## src/rtl/lpm_pkg.sv

```systemverilog
package lpm_pkg;

  typedef enum logic [2:0] {
    ST_RUN     = 3'd0,
    ST_IDLE    = 3'd1,
    ST_STBY    = 3'd2,
    ST_HALT    = 3'd3,
    ST_WK_OSC  = 3'd4,
    ST_WK_CORE = 3'd5
  } lpm_state_e;

  typedef struct packed {
    logic lpm;
    logic osc;
    logic pll;
    logic core;
    logic sys;
    logic wdog;
  } clk_ctl_t;

  // Clock-enable pattern for each controller state
  function automatic clk_ctl_t ctl_for(lpm_state_e s);
    clk_ctl_t c;
    case (s)
      ST_IDLE:    c = '{lpm: 1'b1, osc: 1'b1, pll: 1'b1, core: 1'b1, sys: 1'b1, wdog: 1'b1};
      ST_STBY:    c = '{lpm: 1'b1, osc: 1'b1, pll: 1'b1, core: 1'b0, sys: 1'b0, wdog: 1'b1};
      ST_HALT:    c = '{lpm: 1'b1, osc: 1'b0, pll: 1'b0, core: 1'b0, sys: 1'b0, wdog: 1'b0};
      ST_WK_OSC:  c = '{lpm: 1'b0, osc: 1'b1, pll: 1'b1, core: 1'b0, sys: 1'b0, wdog: 1'b1};
      ST_WK_CORE: c = '{lpm: 1'b0, osc: 1'b1, pll: 1'b1, core: 1'b1, sys: 1'b0, wdog: 1'b1};
      default:    c = '{lpm: 1'b0, osc: 1'b1, pll: 1'b1, core: 1'b1, sys: 1'b1, wdog: 1'b1};
    endcase
    return c;
  endfunction

endpackage

```

## src/rtl/lpm_wake_select.sv

```systemverilog
module lpm_wake_select #(
  parameter int NSRC = 14
) (
  input  logic [NSRC-1:0] wake_mask,
  input  logic [NSRC-1:0] periph_wake_n,
  input  logic            nmi_en,
  input  logic            irq_n,
  input  logic            nmi_n,
  input  logic            wdint_n,
  input  logic            dbg_n,
  output logic            idle_wake,
  output logic            stby_fast,
  output logic            stby_qual_low,
  output logic            halt_wake
);

  logic [NSRC-1:0] src_low;
  logic            nmi_hit;

  genvar gi;
  generate
    for (gi = 0; gi < NSRC; gi++) begin : g_src
      assign src_low[gi] = wake_mask[gi] & ~periph_wake_n[gi];
    end
  endgenerate

  assign nmi_hit       = nmi_en & ~nmi_n;
  assign idle_wake     = ~irq_n | ~wdint_n | ~dbg_n | nmi_hit;
  assign stby_fast     = ~wdint_n;
  assign stby_qual_low = (|src_low) | nmi_hit;
  assign halt_wake     = nmi_hit;

endmodule

```

## src/rtl/lpm_qualifier.sv

```systemverilog
module lpm_qualifier #(
  parameter int QW = 8
) (
  input  logic          clk,
  input  logic          rst_n,
  input  logic          clear,
  input  logic          sig_low,
  input  logic [QW-1:0] limit,
  output logic          accept
);

  localparam int CW = QW + 1;

  logic [QW-1:0] cnt;
  logic [QW-1:0] lim_eff;
  logic          reached;

  assign lim_eff = (limit == '0) ? QW'(1) : limit;
  assign reached = sig_low && (({1'b0, cnt} + CW'(1)) >= {1'b0, lim_eff});
  assign accept  = reached && !clear;

  always_ff @(posedge clk or negedge rst_n) begin
    if (!rst_n) begin
      cnt <= '0;
    end else if (clear || !sig_low) begin
      cnt <= '0;
    end else if (!reached) begin
      cnt <= cnt + QW'(1);
    end
  end

endmodule

```

## src/rtl/lpm_sequencer.sv

```systemverilog
module lpm_sequencer
  import lpm_pkg::*;
(
  input  logic       clk,
  input  logic       rst_n,
  input  logic       idle_req,
  input  logic [1:0] mode_sel,
  input  logic       idle_wake,
  input  logic       stby_fast,
  input  logic       stby_accept,
  input  logic       halt_wake,
  output lpm_state_e state,
  output logic       wake_pulse
);

  lpm_state_e nxt;
  logic       pulse_nxt;

  always_comb begin
    nxt       = state;
    pulse_nxt = 1'b0;
    case (state)
      ST_RUN: begin
        if (idle_req) begin
          if (mode_sel[1])      nxt = ST_HALT;
          else if (mode_sel[0]) nxt = ST_STBY;
          else                  nxt = ST_IDLE;
        end
      end
      ST_IDLE: begin
        if (idle_wake) begin
          nxt       = ST_RUN;
          pulse_nxt = 1'b1;
        end
      end
      ST_STBY:    if (stby_fast || stby_accept) nxt = ST_WK_OSC;
      ST_HALT:    if (halt_wake) nxt = ST_WK_OSC;
      ST_WK_OSC:  nxt = ST_WK_CORE;
      ST_WK_CORE: begin
        nxt       = ST_RUN;
        pulse_nxt = 1'b1;
      end
      default:    nxt = ST_RUN;
    endcase
  end

  always_ff @(posedge clk or negedge rst_n) begin
    if (!rst_n) begin
      state      <= ST_RUN;
      wake_pulse <= 1'b0;
    end else begin
      state      <= nxt;
      wake_pulse <= pulse_nxt;
    end
  end

endmodule

```

## src/rtl/lpm_clock_ctrl.sv

```systemverilog
module lpm_clock_ctrl
  import lpm_pkg::*;
#(
  parameter int NSRC = 14,
  parameter int QW   = 8
) (
  input  logic            clk,
  input  logic            rst_n,
  input  logic [1:0]      mode_sel,
  input  logic            idle_req,
  input  logic [NSRC-1:0] wake_mask,
  input  logic [QW-1:0]   qual_cycles,
  input  logic            nmi_en,
  input  logic            irq_n,
  input  logic            nmi_n,
  input  logic            wdint_n,
  input  logic            dbg_n,
  input  logic [NSRC-1:0] periph_wake_n,
  output logic            in_lpm,
  output logic            osc_en,
  output logic            pll_en,
  output logic            core_clk_en,
  output logic            sys_clk_en,
  output logic            wdog_run,
  output logic            wake_pulse
);

  lpm_state_e state;
  clk_ctl_t   ctl;
  logic       idle_wake, stby_fast, stby_qual_low, halt_wake, stby_accept;

  lpm_wake_select #(.NSRC(NSRC)) u_sel (
    .wake_mask     (wake_mask),
    .periph_wake_n (periph_wake_n),
    .nmi_en        (nmi_en),
    .irq_n         (irq_n),
    .nmi_n         (nmi_n),
    .wdint_n       (wdint_n),
    .dbg_n         (dbg_n),
    .idle_wake     (idle_wake),
    .stby_fast     (stby_fast),
    .stby_qual_low (stby_qual_low),
    .halt_wake     (halt_wake)
  );

  lpm_qualifier #(.QW(QW)) u_qual (
    .clk     (clk),
    .rst_n   (rst_n),
    .clear   (state != ST_STBY),
    .sig_low (stby_qual_low),
    .limit   (qual_cycles),
    .accept  (stby_accept)
  );

  lpm_sequencer u_seq (
    .clk         (clk),
    .rst_n       (rst_n),
    .idle_req    (idle_req),
    .mode_sel    (mode_sel),
    .idle_wake   (idle_wake),
    .stby_fast   (stby_fast),
    .stby_accept (stby_accept),
    .halt_wake   (halt_wake),
    .state       (state),
    .wake_pulse  (wake_pulse)
  );

  assign ctl         = ctl_for(state);
  assign in_lpm      = ctl.lpm;
  assign osc_en      = ctl.osc;
  assign pll_en      = ctl.pll;
  assign core_clk_en = ctl.core;
  assign sys_clk_en  = ctl.sys;
  assign wdog_run    = ctl.wdog;

endmodule

```

## config.mk

```make
export PLATFORM = sky130hd
export DESIGN_NAME = lpm_clock_ctrl
export DESIGN_NICKNAME = d
export VERILOG_FILES = /design/src/rtl/lpm_pkg.sv /design/src/rtl/lpm_wake_select.sv /design/src/rtl/lpm_qualifier.sv /design/src/rtl/lpm_sequencer.sv /design/src/rtl/lpm_clock_ctrl.sv
export SDC_FILE = /design/constraint.sdc
export NUM_CORES = 1
export LEC_CHECK = 0
export ABC_AREA = 1
export BUFFER_PORTS_ARGS = -buffer_cell sky130_fd_sc_hd__buf_4
export CORE_UTILIZATION = 46
export DETAILED_ROUTE_END_ITERATION = 8
export PLACE_DENSITY_LB_ADDON = 0.08
export SLEW_MARGIN = 20
export SYNTH_ARGS = -nofsm -noshare
export SYNTH_HDL_FRONTEND = slang
export SYNTH_SLANG_ARGS = --single-unit
```

## constraint.sdc

```tcl
create_clock -name clk -period 2.93 [get_ports clk]
set_clock_uncertainty 0.1 [all_clocks]
set_input_delay 0.4395 -clock clk [delete_from_list [all_inputs] [get_ports clk]]
set_output_delay 0.4395 -clock clk [all_outputs]
set_load 0.005 [all_outputs]
```

After elaboration in Yosys (flattened, before gate mapping) --
Index checks and enable logic that the tools add are counted.
Storage, ports and cells: bits in registers 12, input port bits 46, output and inout port bits 7, logic and storage cells 77
Cells by class: $add $sub $neg 2, magnitude comparators 1, equality and inequality tests 11, multiplexer cells 13, bitwise logic cells 37, reduce and logical (&&, ||, !) cells 10
Operators by type and width (number):
- 6-bit case mux with 5 select lines | 1
- 8-bit 2-to-1 mux | 3
- 1-bit inverter | 18
- 1-bit AND | 15
- 3-bit 2-to-1 mux | 5
- 3-bit case mux with 5 select lines | 1
- 14-bit OR reduction | 1
- 8-bit by 1-bit adder with 9-bit output, second input constant | 1
- 9-bit by 8-bit greater-or-equal comparator with 1-bit output | 1
- 8-bit by 1-bit adder with 8-bit output, second input constant | 1
- 8-bit zero test | 1
- 2-bit inequality test, second input constant | 4
- 3-bit by 2-bit == test with 1-bit output, second input constant | 2
- 3-bit == test, second input constant | 2
- 1-bit OR | 4
- 4-bit AND reduction | 1
- 3-bit by 1-bit == test with 1-bit output, second input constant | 1
- 3-bit zero test | 1
- 3-bit by 2-bit inequality test with 1-bit output, second input constant | 1
- 1-bit logical AND | 2
- 1-bit zero test | 2
- 1-bit logical OR | 2
- 2-bit 2-to-1 mux | 1
- 2-bit by 1-bit inequality test with 1-bit output, second input constant | 1
- other kinds (2) | 2

Longest topological paths before layout --
Gate-level depths: netlist (run 1).
depth in word-level cells 9, depth in mapped cells 18

By module --
From an unflattened synthesis (run 1), not the netlist that was laid out.
Unflattened totals: cells, all modules 198, area, all modules 1281.2 µm²
Modules (own cells, without submodules):
- lpm_qualifier | instances 1, cells an instance 96, area each 734.5 µm²
- lpm_sequencer | instances 1, cells an instance 31, area each 225.2 µm²
- lpm_wake_select | instances 1, cells an instance 52, area each 206.4 µm²
- lpm_clock_ctrl | instances 1, cells an instance 19, area each 115.1 µm²

Worst setup path after synthesis (run 1) --
No wires, ideal clock.
kind reg2reg, start point register u_qual.cnt[0], end point register u_seq.state[1], library setup time 0.117 ns, arrival time 2.026 ns, data required time 2.713 ns, setup slack 0.687 ns, cell stages (with the launch flop) 19, clock period less this slack 2.243 ns, path through dfrtp_1 > ha_1 > nand3_2 > xor2_1 > inv_1 > ha_1 > nand2_1 > nor2_1 > nand2_1 > nand3_1 > nand2_1 > nand2_1 > nand2_1 > nand2_2 > nand2_4 > nand2_4 > nand2_4 > nand2_1 > nand2_1
Between the ends: longest elaborated chain between the ends 7
Ends and longest elaborated chain:
- start: declaration | line lpm_qualifier.sv:14 | logic [QW-1:0] cnt;
- start signal: assignment | line lpm_qualifier.sv:28 | cnt <= cnt + QW'(1);
- 8-bit by 1-bit adder with 9-bit output | line lpm_qualifier.sv:19 | assign reached = sig_low && (({1'b0, cnt} + CW'(1)) >= {1'b0, lim_eff});
- 9-bit by 8-bit greater-or-equal comparator with 1-bit output | line lpm_qualifier.sv:19
- 1-bit logical AND | line lpm_qualifier.sv:19
- 1-bit logical AND | line lpm_qualifier.sv:20 | assign accept = reached && !clear;
- 1-bit logical OR | line lpm_sequencer.sv:36 | ST_STBY: if (stby_fast || stby_accept) nxt = ST_WK_OSC;
- 2-bit by 1-bit inequality test with 1-bit output (no source line)
- 4-bit AND reduction (no source line)
- end signal: assignment | line lpm_sequencer.sv:52 | state <= nxt;
- end: declaration | line lpm_sequencer.sv:12 | output lpm_state_e state,
Every way passes these cells. A chain may end at the register's enable or synchronous reset.

Worst setup path after layout (run 1) --
start point register u_qual.cnt[0], end point register u_seq.state[0]
Same word-level chain as after synthesis.

==> out/metrics.csv, run 1 <==
stage,metric,value,unit
clock_network,clock-root-buffer,clkbuf_4,
sta,fin_ws,0.448,ns
worst_hold_path,min_from,mode_sel[0],
logic_synthesis,synth_mux_area_share,0,%
logic_synthesis,syn_nets,225,
sta,slew_headroom,68.6,%
setup_path,ff2ff_path_depth,18,
global_routing,grt_pass1_vias,1141,
logic_synthesis,synth_commonest_cells,"39 x inv_1, 35 x nand2_1, 16 x nor2_1",
logic_synthesis,yosys.cell_types.count,23,
layout,drive_gt1_share,29.3,%
layout,syn_to_final_growth,39.6,%
sta,tightest_slew,0.470,ns
sta,fmax,403,MHz
logic_synthesis,synth_top_cell_area_share,26.5,%
pwr,ir_drop,0.522,mV
floorplanning,initial_core_util,49.9,%
floorplanning,rows,17,
worst_hold_path,hold_path_depth,4,
logic_synthesis,synth_top_family_by_area,simple AND/OR/NAND/NOR gates,
floorplanning,core_area,0.00228,mm²
clock_network,cts_buffer_depth,2,
global_routing,use_met1,23.1,%
sta,maxSlewViolCount,0,
clock_network,cts-htree-levels,1,
logic_synthesis,syn_area,0.00113,mm²
pwr,power_density,493,mW/mm²
logic_synthesis,yosys.area_share.simple,32.3,%
setup_path,reg2reg_to,u_seq.state[0],
run,drv_cap,0,
routing,viasPerCell,4.84,
placed_design,hpwl,2.18,mm
global_routing,overflow,0,
logic_synthesis,syn_area_per_cell,6.75,µm²
clock_network,tritoncts,done,
setup_path,cp_max_fo,10,
worst_hold_path,hp-class,in2reg,
logic_synthesis,async_flop_share,100,%
layout,nNetsFinal,280,
routing,drt-total-wl,2.53,mm
global_routing,gr-usage-all-layers,21.9,%
logic_synthesis,synthAdderAreaFrac,12.1,%
sta,rsz0062_at_grt,false,
setup_path,cp_data_required_time,3.00,ns
routing,ant_nets,0,
clock_network,cts_sinks,12,
setup_path,worst_setup_path_start_kind,flop,
placed_design,dp_slack,0.459,ns
layout,multi_input_area,666,µm²
global_routing,met2_usage,42.4,%
logic_synthesis,synth_xor_area_share,3.86,%
routing,drc,0,
setup_path,ff2ff_setup_slack,0.45,ns
global_routing,grt_pass1_wl,4.33,mm
global_routing,grt-busiest-layer,met2,
logic_synthesis,synth_most_common_cell,inv_1,
setup_path,crit_path_end_kind,flop,
sta,tns,0,ns
setup_path,r2r_start,u_qual.cnt[0],
status,status,completed,
logic_synthesis,synth_ff_type,dfrtp_1,
logic_synthesis,yosys.area.top_type,dfrtp_1,
logic_synthesis,yosysWarningCount,0,
logic_synthesis,synth_edf_count,0,
sta,hold_viol,0,
layout,seq_area,300,µm²
global_routing,use_met3,1.75,%
clock_network,cts_made_buffers,3,
layout,antennaDiodeCount,0,
layout,fin_cells,250,
clock_network,insertion_delay,0.27,ns
floorplanning,fp.dieW,51.7,µm
routing,via_count,1209,
placed_design,routabilityCongestion,0.905,
global_routing,grt_antenna_before_repair,0,
routing,routedWlPerCell,10.1,µm
global_routing,grt_max_degree,13,
floorplanning,die_y,51.7,µm
sta,finalSetupViolations,0,
logic_synthesis,synthTopCellsByArea,"dfrtp_1 26%, inv_1 13%, ha_1 12%, nand2_1 12%, nand3_1 6.6%",
routing,drtIter0Drc,12,
clock_network,clk_pin_slew,0.07,ns
layout,num-fill-cells,197,
sta,min_period,2.48,ns
placed_design,port_buffers,52,
logic_synthesis,synth-compound-area-share,10.4,%
logic_synthesis,ys_seq_elements,12,
logic_synthesis,ys_seq_area_share,26.5,%
routing,drtPass1Iterations,4,
logic_synthesis,postSynthCellCount,168,
setup_path,critical_path_class,reg2reg,
floorplanning,ioPinCount,53,
sta,hold_ws,0.381,ns
setup_path,critPathArrivalTime,2.55,ns
floorplanning,die-area,0.00267,mm²
worst_hold_path,hold_end,u_seq.state[0],
layout,postLayoutCoreUtil,69.6,%
sta,period_share,84.7,%
pwr,leakage,0.976,nW
placed_design,dp_cells,245,
==> logic make-up after synthesis <==
group | count (synthesis)
flops | 12
simple gates | 78
buf+inv | 42
xor+xnor | 5
compound gates | 20
fa+ha+maj | 11
==> report_power, final <==
group	total, W	switching (W)	leakage [nW]	internal [W]
combinational	0.000419	0.000204	0.792	0.000214
sequential	0.000233	0.0000365	0.163	0.000196
clock	0.000129	0.0000535	0.0210	0.0000756
==> final cells by class <==
cell class | count | share of cell area (%)
Sequential cell | 12 | 19.0
Tap cell | 28 | 2.21
Clock buffer | 4 | 2.29
Timing Repair Buffer | 53 | 25.3
Multi-Input combinational cell | 114 | 42.0
Inverter | 39 | 9.24
==> worst max-delay path by stage <==
stage | from | end | slack (ns) | depth (start not counted)
after floorplan | u_qual.cnt[0] | u_seq.state[1] | 0.69 | 18
after global placement | u_qual.cnt[0] | u_seq.state[1] | 0.57 | 18
after detailed placement | u_qual.cnt[0] | u_seq.state[0] | 0.46 | 18
after CTS | u_qual.cnt[0] | u_seq.state[0] | 0.43 | 18
after global routing | u_qual.cnt[0] | u_seq.state[0] | 0.21 | 18
final | u_qual.cnt[0] | u_seq.state[0] | 0.45 | 18
==> through the flow <==
step                      total power, W  area [µm²]
after detailed placement        0.000655        1540
final                           0.000781        1580
after global routing            0.000849        1580
after global placement          0.000641        1540
after floorplan                 0.000489        1130
after CTS                       0.000790        1580
==> layout by cell type (no fill, tap or decap) <==
cell / count
or3b_2: 1
dlygate4sd3_1: 1
o221a_2: 1
nand2_4: 3
a41o_1: 1
nand3_2: 1
inv_1: 39
clkbuf_4: 3
nand2_2: 1
buf_4: 52
a21boi_0: 1
nor2_1: 16
o22ai_1: 2
nand4_1: 3
nor2_2: 1
nor3_2: 1
ha_1: 11
xor2_1: 5
a31oi_1: 1
nand2_1: 35
dfrtp_1: 12
o21ai_0: 10
clkbuf_8: 1
nand3_1: 15
a21oi_1: 4
nor4_1: 1
==> registers in the layout, indices dropped and copies added, names as in the netlist <==
signal,flops
u_seq.state,3
u_qual.cnt,8
u_seq.wake_pulse,1
==> critical path: stages, from the launching register on <==
cell	delay, ns
dfrtp_1	0.42
ha_1	0.25
nand3_2	0.10
xor2_1	0.20
inv_1	0.07
ha_1	0.30
nand2_1	0.06
nor2_1	0.10
nand2_1	0.05
nand3_1	0.06
nand2_1	0.05
nand2_1	0.05
nand2_1	0.07
nand2_2	0.12
nand2_4	0.11
nand2_4	0.11
nand2_4	0.05
nand2_1	0.06
nand2_1	0.05
==> timing repair <==
| item | 4_1_cts | 5_1_grt |
|---|---|---|
| resized for setup | 0 | 0 |
| hold buffers | 1 | 0 |
| endpoints found under the hold margin | 12 | 0 |
| setup buffers | 0 | 0 |
==> routing by layer <==
layer  up-vias  share of wire (%)
met5         -                  0
met4         0                2.2
met3         6                4.4
met2        34                 53
met1       531                 40
li1        638                  -
Power figures use the tool's default switching activity.
==> inputs of run 2 (changes only) <==
--- a/config.mk
+++ b/config.mk
@@ -7,7 +7,7 @@
 export LEC_CHECK = 0
 export ABC_AREA = 1
 export BUFFER_PORTS_ARGS = -buffer_cell sky130_fd_sc_hd__buf_4
-export CORE_UTILIZATION = 46
+export CORE_UTILIZATION = 42
 export DETAILED_ROUTE_END_ITERATION = 8
 export PLACE_DENSITY_LB_ADDON = 0.08
 export SLEW_MARGIN = 20
==> constraint.sdc (replaced) <==
create_clock -name clk -period 2.25 [get_ports clk]
set_clock_uncertainty 0.1 [all_clocks]
set_input_delay 0.3375 -clock clk [delete_from_list [all_inputs] [get_ports clk]]
set_output_delay 0.3375 -clock clk [all_outputs]
set_load 0.005 [all_outputs]
==> out/metrics.csv, run 2 (same netlist as run 1, synthesis figures left out) <==
stage,metric,value,unit,change
sta,fin_ws,-0.0395,ns,-0.487 ns
status,status,finished with violations,,
clock_network,cts-htree-levels,1,,unchanged
pwr,ir_drop,0.546,mV,+4.7%
sta,hold_viol,0,,unchanged
layout,drive_gt1_share,39.9,%,+11 points
routing,via_count,1286,,+6.4%
global_routing,overflow,0,,unchanged
routing,ant_nets,0,,unchanged
layout,syn_to_final_growth,57.9,%,
floorplanning,die-area,0.00291,mm²,+9.1%
layout,seq_area,303,µm²,+0.83%
clock_network,insertion_delay,0.27,ns,about the same
floorplanning,initial_core_util,45.0,%,-4.9 points
layout,multi_input_area,752,µm²,+13%
run,drv_cap,0,,unchanged
clock_network,clk_pin_slew,0.07,ns,about the same
pwr,leakage,1.05,nW,+7.7%
sta,finalSetupViolations,3,,+3
placed_design,port_buffers,52,,unchanged
pwr,power_density,617,mW/mm²,+25%
setup_path,ff2ff_setup_slack,-0.04,ns,-0.49 ns
routing,drtIter0Drc,26,,+14
placed_design,routabilityCongestion,0.838,,-7.4%
layout,largest_reg_flops,8,,unchanged
routing,drc,0,,unchanged
pwr,p_total,0.00111,W,+42%
routing,drt-total-wl,3.05,mm,+20%
layout,design_area,0.00179,mm²,+13%
layout,regMostFlops,u_qual.cnt,,
global_routing,grt_antenna_before_repair,0,,unchanged
routing,viasPerCell,4.80,,-0.78%
layout,largestRegisters,"u_qual.cnt (8), u_seq.state (3), u_seq.wake_pulse (1)",,
sta,slew_headroom,78.5,%,+9.8 points
global_routing,grt_pass1_wl,4.80,mm,+11%
floorplanning,die_y,54.0,µm,+4.5%
sta,maxSlewViolCount,0,,unchanged
setup_path,worst_setup_path_start_kind,flop,,
clock_network,clock-root-buffer,clkbuf_4,,
global_routing,gr-usage-all-layers,22.5,%,+0.54 points
clock_network,cts_sinks,12,,unchanged
placed_design,dpl_cell_area,0.00160,mm²,+4.1%
placed_design,dp_slack,-0.0898,ns,-0.549 ns
sta,fmax,437,MHz,+8.4%
status,failed_checks,negative setup slack,,
layout,layout_commonest_cell,buf_4,,
setup_path,crit_path_end_kind,flop,,
setup_path,setup.worst_path.start,u_qual.cnt[0],,
sta,period_share,102,%,+17 points
sta,hold_ws,0.280,ns,-0.101 ns
global_routing,grt_max_degree,13,,unchanged
worst_hold_path,hp-class,in2reg,,
setup_path,critical_path_class,reg2reg,,
setup_path,cp_max_fo,5,,-5
setup_path,critPathArrivalTime,2.35,ns,-0.20 ns
setup_path,cp_data_required_time,2.31,ns,-0.69 ns
floorplanning,fp.dieW,54.0,µm,+4.5%
layout,num-fill-cells,216,,+9.6%
clock_network,tritoncts,done,,
layout,antennaDiodeCount,0,,unchanged
floorplanning,rows,18,,+1
sta,rsz0062_at_grt,true,,
layout,final_cell_mix,"66 x buf_4, 37 x inv_1, 31 x nand2_1",,
sta,tightest_slew,0.322,ns,-0.148 ns
sta,min_period,2.29,ns,-0.193 ns
setup_path,r2r_start,u_qual.cnt[0],,
clock_network,cts_made_buffers,3,,unchanged
global_routing,grt_pass1_vias,1156,,+1.3%
floorplanning,ioPinCount,53,,unchanged
routing,drtPass1Iterations,4,,unchanged
placed_design,hpwl,2.29,mm,+5.2%
worst_hold_path,min_from,mode_sel[0],,
floorplanning,core_area,0.00252,mm²,+11%
routing,routedWlPerCell,11.4,µm,+12%
layout,nNetsFinal,296,,+5.7%
clock_network,cts_buffer_depth,2,,unchanged
==> run 2: cell types whose count changed in the layout (fill, tap and decap cells not counted), moves of 3 or more <==
cell,previous run,this run
buf_4,52,66
nand2_1,35,31
nand2_2,1,5
xor2_1,5,2
xor2_2,0,3
==> run 2: metrics by stage <==
step	cells	TNS [ns]	util (%)
after floorplan	168	0	-
after global placement	255	0	63.4
after detailed placement	255	-0.363	63.4
after CTS	264	-0.0350	67.6
after global routing	268	-1.38	71.0
final	268	-0.101	71.0
==> run 2: timing repair <==
item,4_1_cts,5_1_grt
gates cloned,1,0
buffers inserted,3,4
hold endpoints to repair,12,0
pin swaps,6,10
hold buffers,1,0
resized for setup,7,14
endpoints found under the setup margin,14,14
==> run 2: worst max-delay path, stage by stage (launching register included) <==
cell	delay [ns]
dfrtp_1	0.41
buf_4	0.16
nand2_2	0.09
nor2_4	0.05
xor2_2	0.18
ha_1	0.31
nand2_2	0.06
nor2_1	0.10
nand2_1	0.06
nand3_1	0.06
nand2_1	0.06
nand2_1	0.07
nand2_2	0.07
nand2_4	0.08
nand2_4	0.08
nand2_4	0.09
nand2_4	0.05
nand2_1	0.05
nand2_1	0.04
==> run 2: report_power, final <==
group / internal (W) / switching, W / leakage [nW]
registers: 0.000257 / 0.0000352 / 0.160
clock network: 0.0000983 / 0.0000648 / 0.0210
logic: 0.000340 / 0.000311 / 0.870
==> run 2: layer usage <==
layer	global-route usage (%)	share of wire [%]	vias to the layer above
li1	-	-	666
met1	28.5	43	564
met2	37.7	48	50
met3	5.37	7.4	6
met4	6.41	0.75	0
met5	0	0	-
==> run 2: final timing paths <==
check                            endpoint  cells after the start
max in group asynchronous  u_seq.state[1]                      2
min in group asynchronous   u_qual.cnt[1]                      2
hold reg to reg            u_seq.state[0]                      2
hold / removal             u_seq.state[0]                      4
setup reg to reg           u_seq.state[1]                     18
setup / recovery           u_seq.state[1]                     18
==> run 2: area by class of cell <==
class / instances / share of cell area [%]
clock buffers: 4 / 2.03
multi-input cells: 115 / 42.0
flip-flops and latches: 12 / 16.9
well taps: 30 / 2.09
inverters: 39 / 8.17
repair buffers: 68 / 28.8
